### src/rtl/track_scan_pkg.sv
package track_scan_pkg;
  typedef struct packed {
    logic clear;
    logic issue;
    logic flush;
  } scanCtl_t;

  typedef enum logic [2:0] {ST_IDLE, ST_SCAN, ST_DRAIN, ST_FLUSH, ST_DONE} scanState_t;
endpackage

### src/rtl/track_scan_ctrl.sv
module track_scan_ctrl
  import track_scan_pkg::*;
#(
  parameter int MCOLS = 64,
  parameter int AW    = 6
) (
  input  logic          clk,
  input  logic          rstN,
  input  logic          start,
  output scanCtl_t      ctl,
  output logic [AW-1:0] offset,
  output logic          busy,
  output logic          done
);
  localparam logic [AW-1:0] LAST_OFF = AW'(MCOLS - 1);

  scanState_t state;
  logic accept;

  assign accept = start && (state == ST_IDLE || state == ST_DONE);

  always_ff @(posedge clk or negedge rstN) begin
    if (!rstN) begin
      state  <= ST_IDLE;
      offset <= '0;
    end else if (accept) begin
      state  <= ST_SCAN;
      offset <= '0;
    end else begin
      case (state)
        ST_SCAN: begin
          offset <= offset + 1'b1;
          if (offset == LAST_OFF) state <= ST_DRAIN;
        end
        ST_DRAIN: state <= ST_FLUSH;
        ST_FLUSH: state <= ST_DONE;
        default:  ;
      endcase
    end
  end

  always_comb begin
    ctl.clear = accept;
    ctl.issue = (state == ST_SCAN);
    ctl.flush = (state == ST_FLUSH);
  end

  assign busy = (state == ST_SCAN) || (state == ST_DRAIN) || (state == ST_FLUSH);
  assign done = (state == ST_DONE);

  // a start pulse in mid-scan must not disturb the offset walk
  p_start_ignored_r10: assert property (@(posedge clk) disable iff (!rstN)
    (state == ST_SCAN && offset != LAST_OFF) |=> (state == ST_SCAN && offset == $past(offset) + 1'b1));

  // done is held until a new start arrives
  p_done_held_r9: assert property (@(posedge clk) disable iff (!rstN)
    (done && !start) |=> done);
endmodule

### src/rtl/track_scan_dp.sv
module track_scan_dp
  import track_scan_pkg::*;
#(
  parameter int NPLANES = 8,
  parameter int MCOLS   = 64,
  parameter int AW      = 6,
  parameter int CW      = 4,
  parameter int TCW     = 7
) (
  input  logic                  clk,
  input  logic                  rstN,
  input  scanCtl_t              ctl,
  input  logic [AW-1:0]         offset,
  input  logic signed [AW:0]    slope,
  input  logic [CW-1:0]         threshold,
  output logic [NPLANES*AW-1:0] memAddr,
  input  logic [NPLANES-1:0]    memBit,
  input  logic                  fifoFull,
  input  logic                  fifoPop,
  output logic                  pushValid,
  output logic [AW-1:0]         pushOff,
  output logic [CW-1:0]         pushPts,
  output logic [TCW-1:0]        trackCount,
  output logic                  overflow
);
  localparam int EW = AW + $clog2(NPLANES) + 2;

  logic signed [AW:0] slopeQ;
  logic [CW-1:0]      thrQ;
  logic [NPLANES-1:0] inRange, maskQ;
  logic               issueQ;
  logic [AW-1:0]      offQ;
  logic [CW-1:0]      sampleCnt, nextCnt, prevCnt, curCnt;
  logic [AW-1:0]      curOff;
  logic               curValid, evalNow, isPeak;

  for (genvar p = 0; p < NPLANES; p++) begin : g_plane
    logic [EW-1:0] fullAddr;
    assign fullAddr = EW'(offset) + EW'(p) * EW'(slopeQ);
    assign inRange[p] = !fullAddr[EW-1] && (fullAddr[EW-2:0] < (EW-1)'(MCOLS));
    assign memAddr[p*AW +: AW] = fullAddr[AW-1:0];
  end

  always_comb begin
    sampleCnt = '0;
    for (int p = 0; p < NPLANES; p++) sampleCnt = sampleCnt + CW'(memBit[p] & maskQ[p]);
  end

  assign nextCnt = ctl.flush ? '0 : sampleCnt;
  assign evalNow = curValid && (issueQ || ctl.flush);
  assign isPeak  = evalNow && (curCnt >= thrQ) && (curCnt > prevCnt) && (curCnt >= nextCnt);

  always_ff @(posedge clk or negedge rstN) begin
    if (!rstN) begin
      slopeQ <= '0; thrQ <= '0; maskQ <= '0; issueQ <= 1'b0; offQ <= '0;
      prevCnt <= '0; curCnt <= '0; curOff <= '0; curValid <= 1'b0;
      trackCount <= '0; overflow <= 1'b0;
    end else begin
      maskQ  <= inRange;
      issueQ <= ctl.issue;
      offQ   <= offset;
      if (ctl.clear) begin
        slopeQ     <= slope;
        thrQ       <= threshold;
        curValid   <= 1'b0;
        prevCnt    <= '0;
        trackCount <= '0;
        overflow   <= 1'b0;
      end else begin
        if (issueQ) begin
          prevCnt  <= curValid ? curCnt : '0;
          curCnt   <= sampleCnt;
          curOff   <= offQ;
          curValid <= 1'b1;
        end else if (ctl.flush) begin
          curValid <= 1'b0;
        end
        if (isPeak) begin
          trackCount <= trackCount + 1'b1;
          if (fifoFull && !fifoPop) overflow <= 1'b1;
        end
      end
    end
  end

  assign pushValid = isPeak;
  assign pushOff   = curOff;
  assign pushPts   = curCnt;

  // a track needs a strict rise, so two neighbouring offsets are never both tracks
  p_no_adjacent_peaks_r4: assert property (@(posedge clk) disable iff (!rstN)
    pushValid |=> !pushValid);

  // overflow rises only after a track meets a full queue with no pop
  p_overflow_cause_r7: assert property (@(posedge clk) disable iff (!rstN)
    $rose(overflow) |-> $past(pushValid && fifoFull && !fifoPop));

  // every track bumps the count
  p_track_counted_r7: assert property (@(posedge clk) disable iff (!rstN)
    (pushValid && !ctl.clear) |=> (trackCount == $past(trackCount) + 1'b1));
endmodule

### src/rtl/track_scan_fifo.sv
module track_scan_fifo #(
  parameter int DEPTH = 16,
  parameter int AW    = 6,
  parameter int CW    = 4
) (
  input  logic          clk,
  input  logic          rstN,
  input  logic          push,
  input  logic [AW-1:0] pushOff,
  input  logic [CW-1:0] pushPts,
  input  logic          pop,
  output logic          full,
  output logic          valid,
  output logic [AW-1:0] headOff,
  output logic [CW-1:0] headPts
);
  localparam int PW = $clog2(DEPTH);
  localparam int NW = $clog2(DEPTH + 1);

  logic [AW-1:0] memOff [DEPTH];
  logic [CW-1:0] memPts [DEPTH];
  logic [PW-1:0] rdPtr, wrPtr;
  logic [NW-1:0] fill;
  logic          doPush, doPop;

  assign full   = (fill == NW'(DEPTH));
  assign valid  = (fill != '0);
  assign doPop  = pop && valid;
  assign doPush = push && (!full || doPop);

  function automatic logic [PW-1:0] bump(input logic [PW-1:0] ptr);
    return (ptr == PW'(DEPTH - 1)) ? '0 : ptr + 1'b1;
  endfunction

  always_ff @(posedge clk) begin
    if (doPush) begin
      memOff[wrPtr] <= pushOff;
      memPts[wrPtr] <= pushPts;
    end
  end

  always_ff @(posedge clk or negedge rstN) begin
    if (!rstN) begin
      rdPtr <= '0; wrPtr <= '0; fill <= '0;
    end else begin
      if (doPush) wrPtr <= bump(wrPtr);
      if (doPop)  rdPtr <= bump(rdPtr);
      case ({doPush, doPop})
        2'b10:   fill <= fill + 1'b1;
        2'b01:   fill <= fill - 1'b1;
        default: ;
      endcase
    end
  end

  assign headOff = memOff[rdPtr];
  assign headPts = memPts[rdPtr];

  // push and pop on a full queue leave it full
  p_full_swap_r8: assert property (@(posedge clk) disable iff (!rstN)
    (full && push && pop) |=> full);

  // a push into a full queue without a pop is dropped
  p_no_overrun_r7: assert property (@(posedge clk) disable iff (!rstN)
    (full && push && !pop) |=> (full && $stable(wrPtr)));
endmodule

### src/rtl/track_scan.sv
module track_scan
  import track_scan_pkg::*;
#(
  parameter int NPLANES = 8,
  parameter int MCOLS   = 64,
  parameter int DEPTH   = 16,
  parameter int AW      = $clog2(MCOLS),
  parameter int CW      = $clog2(NPLANES + 1),
  parameter int TCW     = $clog2(MCOLS + 1)
) (
  input  logic                  clk,
  input  logic                  rstN,
  input  logic                  start,
  input  logic signed [AW:0]    slope,
  input  logic [CW-1:0]         threshold,
  output logic [NPLANES*AW-1:0] memAddr,
  input  logic [NPLANES-1:0]    memBit,
  output logic                  busy,
  output logic                  done,
  output logic [TCW-1:0]        trackCount,
  output logic                  overflow,
  output logic                  fifoValid,
  output logic [AW-1:0]         fifoOff,
  output logic [CW-1:0]         fifoPts,
  input  logic                  fifoPop
);
  scanCtl_t      ctl;
  logic [AW-1:0] offset;
  logic          fifoFull, pushValid;
  logic [AW-1:0] pushOff;
  logic [CW-1:0] pushPts;

  track_scan_ctrl #(.MCOLS(MCOLS), .AW(AW)) u_ctrl (
    .clk(clk), .rstN(rstN), .start(start), .ctl(ctl), .offset(offset),
    .busy(busy), .done(done)
  );

  track_scan_dp #(.NPLANES(NPLANES), .MCOLS(MCOLS), .AW(AW), .CW(CW), .TCW(TCW)) u_dp (
    .clk(clk), .rstN(rstN), .ctl(ctl), .offset(offset), .slope(slope),
    .threshold(threshold), .memAddr(memAddr), .memBit(memBit),
    .fifoFull(fifoFull), .fifoPop(fifoPop), .pushValid(pushValid),
    .pushOff(pushOff), .pushPts(pushPts), .trackCount(trackCount), .overflow(overflow)
  );

  track_scan_fifo #(.DEPTH(DEPTH), .AW(AW), .CW(CW)) u_fifo (
    .clk(clk), .rstN(rstN), .push(pushValid), .pushOff(pushOff), .pushPts(pushPts),
    .pop(fifoPop), .full(fifoFull), .valid(fifoValid), .headOff(fifoOff), .headPts(fifoPts)
  );
endmodule

### config.mk
export PLATFORM = sky130hd
export DESIGN_NAME = track_scan
export DESIGN_NICKNAME = d
export VERILOG_FILES = /design/src/rtl/track_scan_pkg.sv /design/src/rtl/track_scan_ctrl.sv /design/src/rtl/track_scan_dp.sv /design/src/rtl/track_scan_fifo.sv /design/src/rtl/track_scan.sv
export SDC_FILE = /design/constraint.sdc
export NUM_CORES = 1
export LEC_CHECK = 0
export BUFFER_PORTS_ARGS = -buffer_cell sky130_fd_sc_hd__buf_4
export CORE_ASPECT_RATIO = 2
export CORE_UTILIZATION = 40
export DETAILED_ROUTE_END_ITERATION = 10
export MAX_ROUTING_LAYER = met4
export PLACE_DENSITY = 0.67
export SLEW_MARGIN = 20
export SYNTH_ARGS = -nofsm -noshare
export SYNTH_HDL_FRONTEND = slang
export SYNTH_HIERARCHICAL = 1
export SYNTH_SLANG_ARGS = --single-unit
### constraint.sdc
create_clock -name clk -period 7.3 [get_ports clk]
set_input_delay 1.095 -clock clk [delete_from_list [all_inputs] [get_ports clk]]
set_output_delay 1.095 -clock clk [all_outputs]
set_load 0.01 [all_outputs]
==> flow_metrics.py <==
metrics = {
    "detailed_routing": {
        "via_per_inst": 5.26,
        "wl_mm": 29.5,
        "num_vias": 7737,
        "antenna_left": 0,
        "drc": 0,
        "drt_iter0_markers": 410,
        "avgRoutedWirePerCell_um": 20.1,
        "first_pass_iters": 7,
    },
    "timing": {
        "rsz0062_at_grt": "false",
        "worst_slew_pin_slew_ns": 1.15,
        "max_slew_margin": 0.234,
        "max_freq_ghz": 0.159,
        "finalCriticalPeriod_ns": 6.27,
        "period_share": 0.859,
        "setup_viol_count_final": 0,
        "maxSlewViolCount": 0,
        "tns_ns": 0,
        "hold_viol_final": 0,
        "finClkSkew_ns": 0.0257,
    },
    "finish": {
        "antenna_cells": 0,
        "fin_nets": 1183,
        "area_growth_pct": 13.5,
        "drive_gt1_frac": 0.185,
        "final_util": 0.463,
        "fin_area_um2": 14300,
    },
    "run_status": {
        "status": "finished clean",
    },
    "floorplan": {
        "die_area_um2": 32200,
        "die_h_um": 253,
        "coreArea_um2": 30900,
        "chipWidth_um": 127,
        "io_pins": 92,
        "floorplan.initialDensity": 0.408,
        "rows": 91,
    },
    "yosys": {
        "synthFlopType": "edfxtp_1",
        "synth_top_area_frac": 0.382,
        "yosys-top-cells-count": "edfxtp_1 (160), inv_1 (99), ha_1 (88)",
        "synthArstFlopShare": 0.307,
        "synth_cells": 961,
        "avgSynthCellArea_um2": 13.1,
        "syn_nets": 1105,
        "synth.area.top_cells": "edfxtp_1 (38%), dfrtp_1 (14%), ha_1 (8.7%)",
        "synth_cell_type_count": 70,
        "ys_warn_count": 6,
        "synth_area_leader_cell": "edfxtp_1",
        "synth-edff-count": 160,
        "yosysMostFrequentCell": "edfxtp_1",
        "yosysSeqAreaShare": 0.523,
        "synth_seq_cells": 231,
        "synth_area_um2": 12600,
    },
    "clocking": {
        "cts-buffers-inserted": 20,
        "hold_buffers": 0,
        "cts_max_level": 1,
        "clock_latency_ns": 0.50,
        "cts_resized": 0,
        "cts.sinks": 231,
        "cts_setup_buffers": 0,
        "clk_pin_slew_ns": 0.06,
        "cts_tree": "built",
        "clock-root-buffer": "clkbuf_16",
        "cts_max_path_buffers": 3,
    },
    "grt": {
        "grt_pass1_wl_mm": 45.7,
        "antenna_found_initial": 0,
        "grt_max_degree": 72,
        "first_global_vias": 8166,
        "grt_usage": 0.196,
        "overflow": 0,
    },
    "setup_path": {
        "crit_path_end_kind": "flop",
        "crit_required_ns": 7.72,
        "crit_fanout": 6,
        "reg2reg_slack_ns": 1.37,
        "crit_arrival_ns": 6.69,
        "path_class": "primary input to flop",
        "crit_path_start_kind": "primary input",
    },
    "place": {
        "place.gp.congestion": 0.848,
        "hpwl_mm": 22.3,
        "placed_area_um2": 13600,
        "place.port_buffers": 91,
    },
    "min_path": {
        "worstHoldPathType": "flop to flop",
    },
    "flow_run": {
        "maxCapViolCount": 0,
    },
}
[final timing paths]
| kind | start | to | depth (start not counted) |
|---|---|---|---|
| max | memBit[1] | u_fifo/fill[4]$_DFFE_PN0P_ | 22 |
| min | u_dp/offQ[0]$_DFF_PN0_ | u_dp/pushOff[0]$_DFFE_PN0P_ | 1 |
| max reg2reg | u_dp/maskQ[3]$_DFF_PN0_ | u_fifo/fill[4]$_DFFE_PN0P_ | 21 |
| min reg2reg | u_dp/offQ[0]$_DFF_PN0_ | u_dp/pushOff[0]$_DFFE_PN0P_ | 1 |
| max in group asynchronous | rstN | u_fifo/rdPtr[0]$_DFFE_PN0N_ | 1 |
| min in group asynchronous | rstN | u_fifo/fill[2]$_DFFE_PN0P_ | 1 |
[layout by cell type (no fill, tap or decap), drive strengths merged, types with 4 or more instances in the layout]
cell    synthesis  routed
nand2          47      47
nor3           13      13
nand2b         13      13
nor4            5       5
a31oi           7       7
nand3          20      20
xor2           13      13
and3            7       7
or4             6       6
a21oi          35      35
fa             33      33
ha             88      88
inv            99      99
edfxtp        160     160
nand4           4       4
a22oi          20      20
o21bai          7       7
a21o           15      15
a211oi          6       6
buf            27      99
nor2           40      40
dfrtp          71      71
xnor2          23      23
mux2i           8       8
clkbuf         16      31
nor2b          13      13
and2           16      16
o211ai          5       5
mux4           40      40
a21boi          4       4
o21ai          38      38
mux2           17      17
[per-stage QoR]
| step | hold WS, ns | worst slack [ns] | std cells |
|---|---|---|---|
| floorplan | 0.454 | 0.629 | 961 |
| global placement | 0.457 | 0.637 | 1435 |
| detailed placement | 0.468 | 0.553 | 1435 |
| global route | 0.497 | 0.761 | 1471 |
| CTS | 0.483 | 1.06 | 1471 |
| finish | 0.476 | 1.03 | 1471 |
[metal layers]
| metal | global-route usage | wire (µm) | vias up |
|---|---|---|---|
| met2 | 0.394 | 17500 | 164 |
| met4 | 0.0854 | 1160 | 0 |
| met3 | 0.0180 | 875 | 50 |
| met5 | - | 0 | - |
| li1 | - | - | 3656 |
| met1 | 0.181 | 10000 | 3867 |
[cell families after synthesis]
group	Yosys count	synth area share
fa+ha+maj	121	0.140
mux	65	0.0944
compound gates	168	0.0887
other cells	1	0.000298
flops	231	0.523
buf+inv	142	0.0490
simple gates	197	0.0799
xor+xnor	36	0.0250
[critical path, stage by stage]
cell      delay (ns)
buf_4           0.11
nand2_1         0.09
fa_1            0.45
fa_1            0.55
inv_1           0.05
fa_1            0.47
ha_1            0.24
fa_1            0.38
xor2_1          0.20
nand2_1         0.08
ha_1            0.26
or3_1           0.10
o311ai_1        0.08
or4_1           0.53
a221oi_2        0.54
or2_2           0.26
inv_1           0.08
ha_1            0.32
nand2b_1        0.18
a21oi_1         0.11
or4_1           0.41
nand3_1         0.09
[state kept, by name (all words and copies together), names as in the netlist, 5 cells and up]
signal / cells
u_fifo/memOff: 96
u_fifo/memPts: 64
u_dp/maskQ: 8
u_dp/slopeQ: 7
u_dp/trackCount: 7
u_ctrl/offset: 6
u_dp/offQ: 6
u_dp/pushOff: 6
u_fifo/fill: 5
[final cells by class]
| type | instances | area (µm²) |
|---|---|---|
| Clock buffer | 31 | 593 |
| Fill cell | 2775 | 16600 |
| Timing Repair Buffer | 99 | 743 |
| Clock inverter | 5 | 81.3 |
| Sequential cell | 231 | 6580 |
| Inverter | 99 | 372 |
| Multi-Input combinational cell | 588 | 5400 |
| Tap cell | 418 | 523 |
Power is not shown: default switching activity piles up to over one toggle a cycle in this logic, so the estimate is an artifact.
